[src/rtl/sac_pkg.sv]
// Shared constants and types for the serial attenuator control block.
// Assumes a fixed two-field slot per channel: coarse code then fine code.
package sac_pkg;
    localparam int COARSE_W      = 4;
    localparam int FINE_W        = 3;
    localparam int SET_W         = COARSE_W + FINE_W;
    localparam int ATTEN_W       = 7;
    localparam int COARSE_DB     = 8;
    localparam int MUTE_CODE_TOP = 4;
    localparam int COARSE_MAX    = (1 << COARSE_W) - 1;
    localparam int FINE_MAX      = (1 << FINE_W) - 1;

    typedef struct packed {
        logic [COARSE_W-1:0] coarse;
        logic [FINE_W-1:0]   fine;
    } vol_set_t;

    localparam vol_set_t SET_RESET = '{coarse: '0, fine: '0};
    localparam logic [ATTEN_W-1:0] MUTE_ATTEN = '1;
endpackage

[src/rtl/sac_serial_rx.sv]
// Serial frame receiver. Synchronises the three serial wires and the
// initialise input to clk_i, shifts data in on rising serial-clock edges
// while chip enable is high, and flags a frame when chip enable falls
// after exactly FRAME_BITS bits. Assumes every serial level outlasts the
// synchroniser delay.
module sac_serial_rx #(
    parameter int FRAME_BITS  = 16,
    parameter int SYNC_STAGES = 2
) (
    input  logic                  clk_i,
    input  logic                  rst_ni,
    input  logic                  sclk_i,
    input  logic                  sdata_i,
    input  logic                  scen_i,
    input  logic                  initn_i,
    output logic                  frame_vld_o,
    output logic [FRAME_BITS-1:0] frame_o,
    output logic                  clear_o
);
    localparam int CNT_W   = $clog2(FRAME_BITS + 2);
    localparam int CNT_SAT = FRAME_BITS + 1;
    localparam logic [3:0] SY_RST = 4'b1000;

    logic [SYNC_STAGES-1:0][3:0] sy_q;
    logic                        sclk_s, data_s, ce_s, initn_s;
    logic                        sclk_d_q, ce_d_q;
    logic                        sclk_rise, ce_rise, ce_fall;
    logic [CNT_W-1:0]            cnt_q;
    logic [FRAME_BITS-1:0]       shreg_q;
    logic                        frame_vld_q;

    // Bring the serial wires and initialise into the clk_i domain.
    always_ff @(posedge clk_i) begin
        if (!rst_ni) sy_q <= {SYNC_STAGES{SY_RST}};
        else         sy_q <= {sy_q[SYNC_STAGES-2:0], {initn_i, scen_i, sdata_i, sclk_i}};
    end

    assign sclk_s  = sy_q[SYNC_STAGES-1][0];
    assign data_s  = sy_q[SYNC_STAGES-1][1];
    assign ce_s    = sy_q[SYNC_STAGES-1][2];
    assign initn_s = sy_q[SYNC_STAGES-1][3];

    // Keep last synchronised levels for edge detection.
    always_ff @(posedge clk_i) begin
        if (!rst_ni) begin
            sclk_d_q <= 1'b0;
            ce_d_q   <= 1'b0;
        end else begin
            sclk_d_q <= sclk_s;
            ce_d_q   <= ce_s;
        end
    end

    assign sclk_rise = sclk_s & ~sclk_d_q;
    assign ce_rise   = ce_s & ~ce_d_q;
    assign ce_fall   = ~ce_s & ce_d_q;
    assign clear_o   = ~initn_s & sclk_s;

    // Count and shift serial bits while chip enable is high.
    always_ff @(posedge clk_i) begin
        if (!rst_ni) begin
            cnt_q   <= '0;
            shreg_q <= '0;
        end else if (clear_o || ce_rise) begin
            cnt_q   <= '0;
        end else if (ce_s && sclk_rise) begin
            shreg_q <= {shreg_q[FRAME_BITS-2:0], data_s};
            if (cnt_q != CNT_W'(CNT_SAT)) cnt_q <= cnt_q + 1'b1;
        end
    end

    // Flag a complete frame when chip enable ends an exact-length burst.
    always_ff @(posedge clk_i) begin
        if (!rst_ni) frame_vld_q <= 1'b0;
        else         frame_vld_q <= ce_fall && !clear_o && (cnt_q == CNT_W'(FRAME_BITS));
    end

    assign frame_vld_o = frame_vld_q;
    assign frame_o     = shreg_q;


    shift_idle_chk: assert property (@(posedge clk_i) disable iff (!rst_ni)
        !ce_s |=> $stable(shreg_q));

    frame_pulse_chk: assert property (@(posedge clk_i) disable iff (!rst_ni)
        frame_vld_q |=> !frame_vld_q);

    cnt_range_chk: assert property (@(posedge clk_i) disable iff (!rst_ni)
        cnt_q <= CNT_W'(CNT_SAT));
endmodule

[src/rtl/sac_chan_latch.sv]
// Per-channel pending and active volume latches. A captured setting waits
// in the pending register until a zero-cross pulse or a timeout, then
// moves to the active latch. Assumes zc_i is a one-cycle pulse in clk_i.
module sac_chan_latch
    import sac_pkg::*;
#(
    parameter int TIMEOUT_CYC = 20000
) (
    input  logic     clk_i,
    input  logic     rst_ni,
    input  logic     clear_i,
    input  logic     frame_vld_i,
    input  vol_set_t set_i,
    input  logic     zc_i,
    output vol_set_t act_o
);
    localparam int TMR_W = $clog2(TIMEOUT_CYC + 1);
    localparam logic [TMR_W-1:0] TMR_LAST = TMR_W'(TIMEOUT_CYC - 1);

    vol_set_t         act_q, pend_q;
    logic             pend_v_q;
    logic [TMR_W-1:0] tmr_q;
    logic             apply;

    assign apply = pend_v_q && (zc_i || (tmr_q == TMR_LAST));

    // Capture new settings, age them, and transfer on zero cross or timeout.
    always_ff @(posedge clk_i) begin
        if (!rst_ni || clear_i) begin
            act_q    <= SET_RESET;
            pend_q   <= SET_RESET;
            pend_v_q <= 1'b0;
            tmr_q    <= '0;
        end else if (frame_vld_i) begin
            pend_q   <= set_i;
            pend_v_q <= 1'b1;
            tmr_q    <= '0;
        end else if (apply) begin
            act_q    <= pend_q;
            pend_v_q <= 1'b0;
            tmr_q    <= '0;
        end else if (pend_v_q) begin
            tmr_q    <= tmr_q + 1'b1;
        end
    end

    assign act_o = act_q;


    act_hold_chk: assert property (@(posedge clk_i) disable iff (!rst_ni)
        (!zc_i && !clear_i && !(pend_v_q && tmr_q == TMR_LAST)) |=> $stable(act_q));

    tmr_bound_chk: assert property (@(posedge clk_i) disable iff (!rst_ni)
        tmr_q <= TMR_LAST);

    clear_state_chk: assert property (@(posedge clk_i) disable iff (!rst_ni)
        clear_i |=> (act_q == SET_RESET) && !pend_v_q);
endmodule

[src/rtl/sac_vol_decode.sv]
// Turns an active coarse/fine setting into an attenuation magnitude in dB
// and a mute flag. Low coarse codes force mute and an all-ones magnitude.
module sac_vol_decode
    import sac_pkg::*;
(
    input  vol_set_t           set_i,
    output logic               mute_o,
    output logic [ATTEN_W-1:0] atten_o
);
    int sum;

    // Combine coarse and fine steps, or mute for the reserved coarse range.
    always_comb begin
        sum = (COARSE_MAX - int'(set_i.coarse)) * COARSE_DB + (FINE_MAX - int'(set_i.fine));
        if (int'(set_i.coarse) <= MUTE_CODE_TOP) begin
            mute_o  = 1'b1;
            atten_o = MUTE_ATTEN;
        end else begin
            mute_o  = 1'b0;
            atten_o = ATTEN_W'(sum);
        end
    end


    mute_field_chk: assert property (@(set_i) mute_o |-> atten_o == MUTE_ATTEN);

    range_chk: assert property (@(set_i) !mute_o |-> atten_o <= ATTEN_W'(87));
endmodule

[src/rtl/serial_attn_ctrl.sv]
// Top of the serial stereo attenuator control. Receives 16-bit frames,
// splits them into one coarse/fine slot per channel, holds each channel's
// update for its zero-cross pulse, and presents dB and mute per channel.
module serial_attn_ctrl
    import sac_pkg::*;
#(
    parameter int TIMEOUT_CYC = 20000,
    parameter int SYNC_STAGES = 2
) (
    input  logic        clk_i,
    input  logic        rst_ni,
    input  logic        sclk_i,
    input  logic        sdata_i,
    input  logic        scen_i,
    input  logic        initn_i,
    input  logic [1:0]  zc_i,
    output logic [1:0]  mute_o,
    output logic [13:0] atten_o
);
    localparam int N_CH       = 2;
    localparam int FRAME_BITS = 16;
    localparam int SLOT_W     = FRAME_BITS / N_CH;

    logic                  frame_vld;
    logic [FRAME_BITS-1:0] frame;
    logic                  clear;

    sac_serial_rx #(
        .FRAME_BITS (FRAME_BITS),
        .SYNC_STAGES(SYNC_STAGES)
    ) rx_i (
        .clk_i      (clk_i),
        .rst_ni     (rst_ni),
        .sclk_i     (sclk_i),
        .sdata_i    (sdata_i),
        .scen_i     (scen_i),
        .initn_i    (initn_i),
        .frame_vld_o(frame_vld),
        .frame_o    (frame),
        .clear_o    (clear)
    );

    for (genvar ch = 0; ch < N_CH; ch++) begin : g_ch
        localparam int BASE = (N_CH - 1 - ch) * SLOT_W;
        vol_set_t slot_set, act_set;

        assign slot_set = vol_set_t'(frame[BASE +: SET_W]);

        sac_chan_latch #(
            .TIMEOUT_CYC(TIMEOUT_CYC)
        ) latch_i (
            .clk_i      (clk_i),
            .rst_ni     (rst_ni),
            .clear_i    (clear),
            .frame_vld_i(frame_vld),
            .set_i      (slot_set),
            .zc_i       (zc_i[ch]),
            .act_o      (act_set)
        );

        sac_vol_decode dec_i (
            .set_i  (act_set),
            .mute_o (mute_o[ch]),
            .atten_o(atten_o[ch*ATTEN_W +: ATTEN_W])
        );
    end
endmodule

[config.mk]
export PLATFORM = sky130hd
export DESIGN_NAME = serial_attn_ctrl
export DESIGN_NICKNAME = d
export VERILOG_FILES = /design/src/rtl/sac_pkg.sv /design/src/rtl/sac_serial_rx.sv /design/src/rtl/sac_chan_latch.sv /design/src/rtl/sac_vol_decode.sv /design/src/rtl/serial_attn_ctrl.sv
export SDC_FILE = /design/constraint.sdc
export NUM_CORES = 1
export LEC_CHECK = 0
export BUFFER_PORTS_ARGS = -buffer_cell sky130_fd_sc_hd__buf_2
export CORE_UTILIZATION = 44
export DETAILED_ROUTE_END_ITERATION = 7
export GPL_ROUTABILITY_DRIVEN = 0
export SLEW_MARGIN = 20
export SYNTH_ARGS = -nofsm -noshare
export SYNTH_HDL_FRONTEND = slang
export SYNTH_HIERARCHICAL = 1
export SYNTH_SLANG_ARGS = --single-unit
[constraint.sdc]
create_clock -name clk_i -period 3 [get_ports clk_i]
set_input_delay 0.9 -clock clk_i [delete_from_list [all_inputs] [get_ports clk_i]]
set_output_delay 0.9 -clock clk_i [all_outputs]
set_load 0.02 [all_outputs]
==> out/results.md, run 1 <==
| Stage | Result | Value |
| --- | --- | --- |
| routing | Post-Route WL | 8050 um |
| hold path | Worst Hold Class | reg -> reg |
| power | Total chip power | 2190 uW |
| synthesis | Synthesized area | 0.00415 mm^2 |
| synthesis | Syn Nets | 509 |
| cts | Cells resized by post-CTS repair | 0 |
| floorplan | Die boundary height | 99.1 um |
| power | Power Density | 482 mW/mm^2 |
| sta | Max-slew violation total from the final report | 0 |
| cells and area | Share of cells above drive strength 1 | 0.106 |
| worst setup path | Crit path required time | 2.10 ns |
| sta | Achievable clock frequency | 454 MHz |
| routing | Via-to-Cell Ratio | 5.56 |
| placement | Placement-stage cell area | 0.00431 mm^2 |
| routing | Violation count after the first detailed-routing iteration | 141 |
| floorplan | Floorplan die width | 99.1 um |
| synthesis | Synthesized instance count | 496 |
| cells and area | Area overhead of the layout relative to synthesis | 9.23% |
| cts | Num Clock Sinks | 91 |
| cts | Number of buffers created by CTS | 9 |
| routing | Number of nets with antenna violations after detailed routing | 0 |
| worst setup path | Critical path data arrival time | 1.31 ns |
| sta | Final worst clock skew | 0.0105 ns |
| sta | RSZ-0062 raised after global routing | false |
| cts | CTS H-tree lvls | 3 |
| worst setup path | Register-to-Register Path Depth | 5 |
| grt | GR Overflow Total | 0 |
| sta | Worst slew margin relative to its limit | 0.498 |
| grt | Wire length of the first global-routing pass | 14200 um |
| floorplan | Initial standard-cell utilization of the core | 0.451 |
| cts | Buffers inserted by post-CTS timing repair | 0 |
| sta | Setup Viol. Count Final | 0 |
| routing | Detailed Routing Iterations Pass 1 | 4 |
| floorplan | Row count | 35 |
| run status | Outcome | completed |
| power | Share of total power in sequential cells | 0.556 |
| power | Peak supply drop | 0.267 mV |
| synthesis | Number of warnings printed during yosys synthesis | 6 |
| job | Max-cap violations | 0 |
| routing | Vias after detailed routing | 3459 |
| power | Cell-internal power | 1700 uW |
| sta | Hold Violations, Final | 0 |
| hold path | Worst hold path cell count | 1 |
| sta | Setup TNS Final | 0 ns |
| sta | Slew @ Worst Pin | 0.752 ns |
| floorplan | Area of the placeable core | 0.00920 mm^2 |
| cts | Clock tree from TritonCTS | done |
| worst setup path | Crit Path Max Fanout | 5 |
| worst setup path | Critical path launch point type | register |
| power | Power dissipated by switching net loads | 485 uW |
| grt | Number of antenna violations at the first check in global routing | 0 |
| power | Switch share | 0.222 |
| cts | Clock latency at the later pin of the worst-skew pair | 0.36 ns |
| routing | Routed len/inst | 12.9 um |
| grt | Largest net degree at the start of global routing | 32 |
| synthesis | Mapped Avg Cell Area | 8.37 um^2 |
| cts | Number of hold buffers added after cts | 0 |
| power | Total leakage power | 0.00141 uW |
| floorplan | Floorplan die area | 0.00982 mm^2 |
| cts | Clock Tree Root | clkbuf_8 |
| worst setup path | Kind of capture point of the worst setup path | primary output |
| routing | DRC violation count after routing | 0 |
| cts | Clock slew at reported path FFs | 0.09 ns |
| cells and area | Design area | 0.00453 mm^2 |
| grt | All-layer global routing usage | 0.176 |
| cells and area | Antenna cells | 0 |
| cts | CTS Buffer Depth | 2 |
| power | Portion of total power attributed to the clock network | 0.421 |
| sta | Share of the cycle needed by the critical path after routing | 0.735 |
| placement | Dpl hpwl | 5390 um |
| grt | Vias in the first global route | 3222 |
| cells and area | Net count of the finished layout | 519 |
| worst setup path | Crit Path Category | reg -> out |
| placement | Buffers added on ports | 23 |
| power | Combinational group share of total power | 0.023 |
| floorplan | I/O pin count | 24 |
| sta | Shortest period the worst path allows | 2.21 ns |
## stage by stage
stage | util | hold WS, ns | cells | setup WS [ns]
floorplan | - | 0.386 | 496 | 0.997
global placement | 0.469 | 0.403 | 606 | 0.682
detailed placement | 0.469 | 0.404 | 606 | 0.605
CTS | 0.493 | 0.428 | 622 | 0.769
global route | 0.493 | 0.437 | 622 | 0.715
finish | 0.493 | 0.424 | 622 | 0.795
## final timing paths
| path | endpoint | slack, ns | startpoint |
|---|---|---|---|
| max | atten_o[0] | 0.79 | g_ch[0].latch_i/act_o[3] |
| min | rx_i/initn_s | 0.42 | rx_i/sy_q[3] |
| max reg2reg | g_ch[1].latch_i/tmr_q[7] | 0.90 | g_ch[1].latch_i/tmr_q[8] |
| min reg2reg | rx_i/initn_s | 0.42 | rx_i/sy_q[3] |
## sequential cells by signal, summed over array words and instances (netlist names), 2 cells and up
| name | cells |
|---|---|
| g_ch.latch_i/tmr_q | 30 |
| rx_i/frame_o | 15 |
| g_ch.latch_i/act_o | 14 |
| g_ch.latch_i/pend_q | 14 |
| rx_i/cnt_q | 5 |
| rx_i/sy_q | 4 |
| g_ch.latch_i/pend_v_q | 2 |
## power groups by stage
stage / clock, uW / combinational (uW) / sequential (uW)
floorplan: 0 / 43.3 / 1240
global placement: 0 / 49.8 / 1240
detailed placement: 0 / 50.9 / 1240
CTS: 950 / 51.0 / 1220
global route: 1000 / 56.8 / 1220
finish: 919 / 50.2 / 1220
## cells in the final DEF, fill, tap and decap left out, types with 9 or more instances in the layout
cell and instances:
a21boi_0 14, a21oi_1 19, a31oi_1 14, and2_1 9, buf_2 23, clkbuf_8 9
dfxtp_1 91, inv_1 10, nand2_1 45, nand2b_1 18, nand3_1 44, nor2_1 48
nor3_1 22, nor4_1 12, o211ai_1 14, o21ai_0 26, xnor2_1 22
## worst max-delay path, stage by stage, from the launching register on
cell,delay [ns]
dfxtp_1,0.36
o21a_1,0.27
o21ai_1,0.14
buf_2,0.18
## area by class of cell
cell class / count / area, um^2
repair buffers: 31 / 175
well taps: 111 / 139
clock buffers: 9 / 124
inverters: 10 / 37.5
multi-input cells: 363 / 2140
fillers: 900 / 4660
flip-flops and latches: 91 / 1820
clock inverters: 7 / 100
## layer usage
layer / up-vias / track usage / wire, um
li1: 1763 / - / -
met5: - / 0 / 0
met3: 12 / 0.0274 / 175
met1: 1638 / 0.229 / 4080
met4: 0 / 0.0837 / 152
met2: 46 / 0.288 / 3640
No activity file was read; power rests on OpenSTA's default activity.
==> run 2: changes to the inputs <==
--- a/config.mk
+++ b/config.mk
@@ -5,6 +5,7 @@
 export SDC_FILE = /design/constraint.sdc
 export NUM_CORES = 1
 export LEC_CHECK = 0
+export ABC_AREA = 1
 export BUFFER_PORTS_ARGS = -buffer_cell sky130_fd_sc_hd__buf_2
 export CORE_UTILIZATION = 44
 export DETAILED_ROUTE_END_ITERATION = 7
==> constraint.sdc (replaced) <==
create_clock -name clk_i -period 1.8 [get_ports clk_i]
set_input_delay 0.54 -clock clk_i [delete_from_list [all_inputs] [get_ports clk_i]]
set_output_delay 0.54 -clock clk_i [all_outputs]
set_load 0.02 [all_outputs]
==> run 2 against run 1 <==
  * Non-clock buffer count down 1
  * Global-route usage shrank 2.2 points
  * Wire length decreased by 11%
  * Register-to-register slack got worse by 0.65 ns
  * Hold slack worse by 0.046 ns
  * First-iteration DRC count decreased by 34%
  * Combinational power increased by 120%
  * Worst setup slack worse by 0.70 ns
  * Flip-flop and latch count stayed put
  * Sequential power up 66%
  * Critical path type unchanged
  * Largest power group unchanged
  * Highest routed layer unchanged
==> out/results.md, run 2 <==
| Stage | Result | Value | vs previous |
| --- | --- | --- | --- |
| power | Power dissipated by switching net loads | 779 uW | +61% |
| routing | Post-Route WL | 7170 um | -11% |
| worst setup path | Critical path data arrival time | 1.17 ns | -0.14 ns |
| sta | Shortest period the worst path allows | 1.71 ns |  |
| cells and area | Antenna cells | 0 | unchanged |
| routing | DRC violation count after routing | 0 | unchanged |
| cells and area | Register cell area after layout | 0.00183 mm^2 | +0.21% |
| cts | Clock slew at reported path FFs | 0.09 ns | about the same |
| sta | Slew @ Worst Pin | 0.388 ns | -0.365 ns |
| cells and area | Combined area of the multi-input logic cells | 0.00202 mm^2 | -5.2% |
| cells and area | Most frequent cells in the layout | nand2_1 (143), nor2_1 (102), inv_1 (91) |  |
| power | Switch share | 0.233 | +0.0111 |
| sta | Setup TNS Final | 0 ns | unchanged |
| grt | Met3 Resource Use GR | 0.0352 | +0.00779 |
| cells and area | Design area | 0.00475 mm^2 | +4.7% |
| floorplan | Area of the placeable core | 0.00942 mm^2 | +2.4% |
| synthesis | Synthesized area | 0.00435 mm^2 | +4.7% |
| cells and area | Fill cell count | 950 | +5.6% |
| floorplan | Die boundary height | 101 um | +2.3% |
| floorplan | Floorplan die area | 0.0103 mm^2 | +4.6% |
| synthesis | Mapped Avg Cell Area | 7.31 um^2 | -13% |
| placement | Buffers added on ports | 23 | unchanged |
| floorplan | I/O pin count | 24 | unchanged |
| worst setup path | Cell family with most CP delay | flip-flops |  |
| placement | Dpl hpwl | 5270 um | -2.2% |
| sta | Worst slew margin relative to its limit | 0.741 | +0.243 |
| cts | CTS Buffer Depth | 2 | unchanged |
| job | Max-cap violations | 0 | unchanged |
| routing | Detailed Routing Iterations Pass 1 | 6 | +2 |
| hold path | Worst Hold Class | in -> reg |  |
| grt | GR Overflow Total | 0 | unchanged |
| power | Portion of total power attributed to the clock network | 0.359 | -0.062 |
| worst setup path | Critical Path, Cell by Cell | inv_1, nand2_2, nand3_1, buf_4 |  |
| cts | Clock tree from TritonCTS | done |  |
| floorplan | Row count | 35 | unchanged |
| placement | Placement-stage cell area | 0.00455 mm^2 | +5.5% |
| power | Peak supply drop | 0.379 mV | +42% |
| sta | Share of the cycle needed by the critical path after routing | 0.947 |  |
| run status | Outcome | completed |  |
| sta | RSZ-0062 raised after global routing | true |  |
| cts | Buffers inserted by post-CTS timing repair | 0 | unchanged |
| sta | Achievable clock frequency | 586 MHz |  |
| cts | Clock latency at the later pin of the worst-skew pair | 0.34 ns | -0.02 ns |
| synthesis | Number of warnings printed during yosys synthesis | 6 | unchanged |
| floorplan | Floorplan die width | 101 um | +2.3% |
| cts | Number of buffers created by CTS | 9 | unchanged |
| routing | Vias after detailed routing | 3341 | -3.4% |
| cts | Clock Tree Root | clkbuf_8 |  |
| sta | Setup Viol. Count Final | 0 | unchanged |
| worst setup path | Crit Path Max Fanout | 7 | +2 |
| routing | Via-to-Cell Ratio | 4.42 | -21% |
| power | Combinational group share of total power | 0.033 | +0.010 |
| cts | Number of hold buffers added after cts | 0 | unchanged |
| cells and area | Number of flip-flops under the largest register name | 30 | unchanged |
| synthesis | Syn Nets | 608 | +19% |
| grt | Wire length of the first global-routing pass | 12800 um | -9.3% |
| sta | Max-slew violation total from the final report | 0 | unchanged |
| cells and area | Area overhead of the layout relative to synthesis | 9.18% | about the same |
| cts | Cells resized by post-CTS repair | 0 | unchanged |
| grt | Met2 Usage GRT | 0.266 | -0.0220 |
| cts | CTS H-tree lvls | 3 | unchanged |
| cells and area | Share of cells above drive strength 1 | 0.180 | +0.0745 |
| cells and area | Most flops, register | g_ch.latch_i/tmr_q |  |
| worst setup path | Master of the slowest instance on the critical path | dfxtp_1 |  |
| power | Share of total power in sequential cells | 0.608 | +0.052 |
| grt | Routing usage on met1 | 0.189 | -0.0396 |
| sta | Final worst clock skew | 0.0117 ns | +0.00126 ns |
| power | Power Density | 705 mW/mm^2 | +46% |
| power | Cell-internal power | 2570 uW | +51% |
| synthesis | Synthesized instance count | 595 | +20% |
| cells and area | Net count of the finished layout | 635 | +22% |
| floorplan | Initial standard-cell utilization of the core | 0.462 | +0.0104 |
| worst setup path | Kind of capture point of the worst setup path | primary output |  |
| grt | Number of antenna violations at the first check in global routing | 0 | unchanged |
| grt | Largest net degree at the start of global routing | 31 | -3.1% |
| routing | Violation count after the first detailed-routing iteration | 93 | -34% |
| worst setup path | Maximum cell stage delay along the critical path | 0.38 ns | +0.02 ns |
| worst setup path | Crit Path Category | reg -> out |  |
| worst setup path | Critical path launch point type | register |  |
| sta | Hold Violations, Final | 0 | unchanged |
| cells and area | Leading cell type in the layout, fill and taps excluded | nand2_1 |  |
| worst setup path | Crit path required time | 1.26 ns | -0.84 ns |
| worst setup path | CP bufs+invs | 2 | +1 |
| grt | Most Used Layer, Global Route | met2 |  |
| routing | Number of nets with antenna violations after detailed routing | 0 | unchanged |
| grt | Vias in the first global route | 3082 | -4.3% |
| grt | All-layer global routing usage | 0.154 | -0.0224 |
| routing | Routed len/inst | 9.49 um | -27% |
| cts | Num Clock Sinks | 91 | unchanged |
| power | Total leakage power | 0.00222 uW | +57% |
| sta | Final hold slack | 0.378 ns | -0.0462 ns |
-- run 2: cell types whose count changed in the layout (fill, tap and decap cells not counted), moves of 16 or more --
| cell | previous run | this run |
|---|---|---|
| nor2_2 | 0 | 24 |
| nor2_1 | 48 | 102 |
| inv_1 | 10 | 91 |
| nor3_1 | 22 | 4 |
| nand2_1 | 45 | 143 |
| nand3_1 | 44 | 25 |
| a21oi_1 | 19 | 3 |
| nand2b_1 | 18 | 0 |
-- run 2: stage by stage --
stage               setup slack (ns)  cells  power (uW)  utilization
global route                 -0.0165    756        3510        0.504
floorplan                      0.405    595        2180            -
CTS                           0.0188    756        3410        0.501
global placement               0.239    740        2190        0.483
detailed placement             0.196    740        2190        0.483
finish                        0.0949    756        3340        0.504
-- run 2: power by group through the flow --
stage               Combinational [uW]  Sequential [uW]  Clock [uW]
finish                             110             2030        1200
global route                       128             2040        1350
CTS                                113             2030        1260
detailed placement                 112             2080           0
global placement                   111             2080           0
floorplan                         97.8             2080           0
-- run 2: layout make-up --
type                    count  share of cell area
clock buffers              10              0.0269
clock inverters             6             0.00870
inverters                  99              0.0783
multi-input cells         391               0.427
flip-flops and latches     91               0.385
well taps                 129              0.0340
repair buffers             30              0.0409
-- run 2: worst register-to-register path: stages, from the launching register on --
cell and delay (ns):
dfxtp_1 0.43, ha_1 0.19, nand3_1 0.12, nor2_1 0.17
nand2_2 0.09, nand2_4 0.09, nand2_4 0.07, nand3_4 0.19
nor2_1 0.08
-- run 2: path summary, 6_finish.rpt --
path | start | endpoint | slack, ns | depth (start not counted)
worst max-delay path | g_ch[1].latch_i/act_o[6] | atten_o[11] | 0.09 | 4
worst min-delay path | scen_i | rx_i/sy_q[2] | 0.38 | 3
worst max register to register | g_ch[0].latch_i/tmr_q[0] | g_ch[0].latch_i/tmr_q[13] | 0.25 | 8
worst min register to register | rx_i/sy_q[0] | rx_i/sclk_s | 0.42 | 2
-- run 2: metal layers --
layer	vias to the layer above	routed length, um
li1	1818	-
met1	1497	3450
met2	19	3510
met3	7	141
met4	0	63
met5	-	0
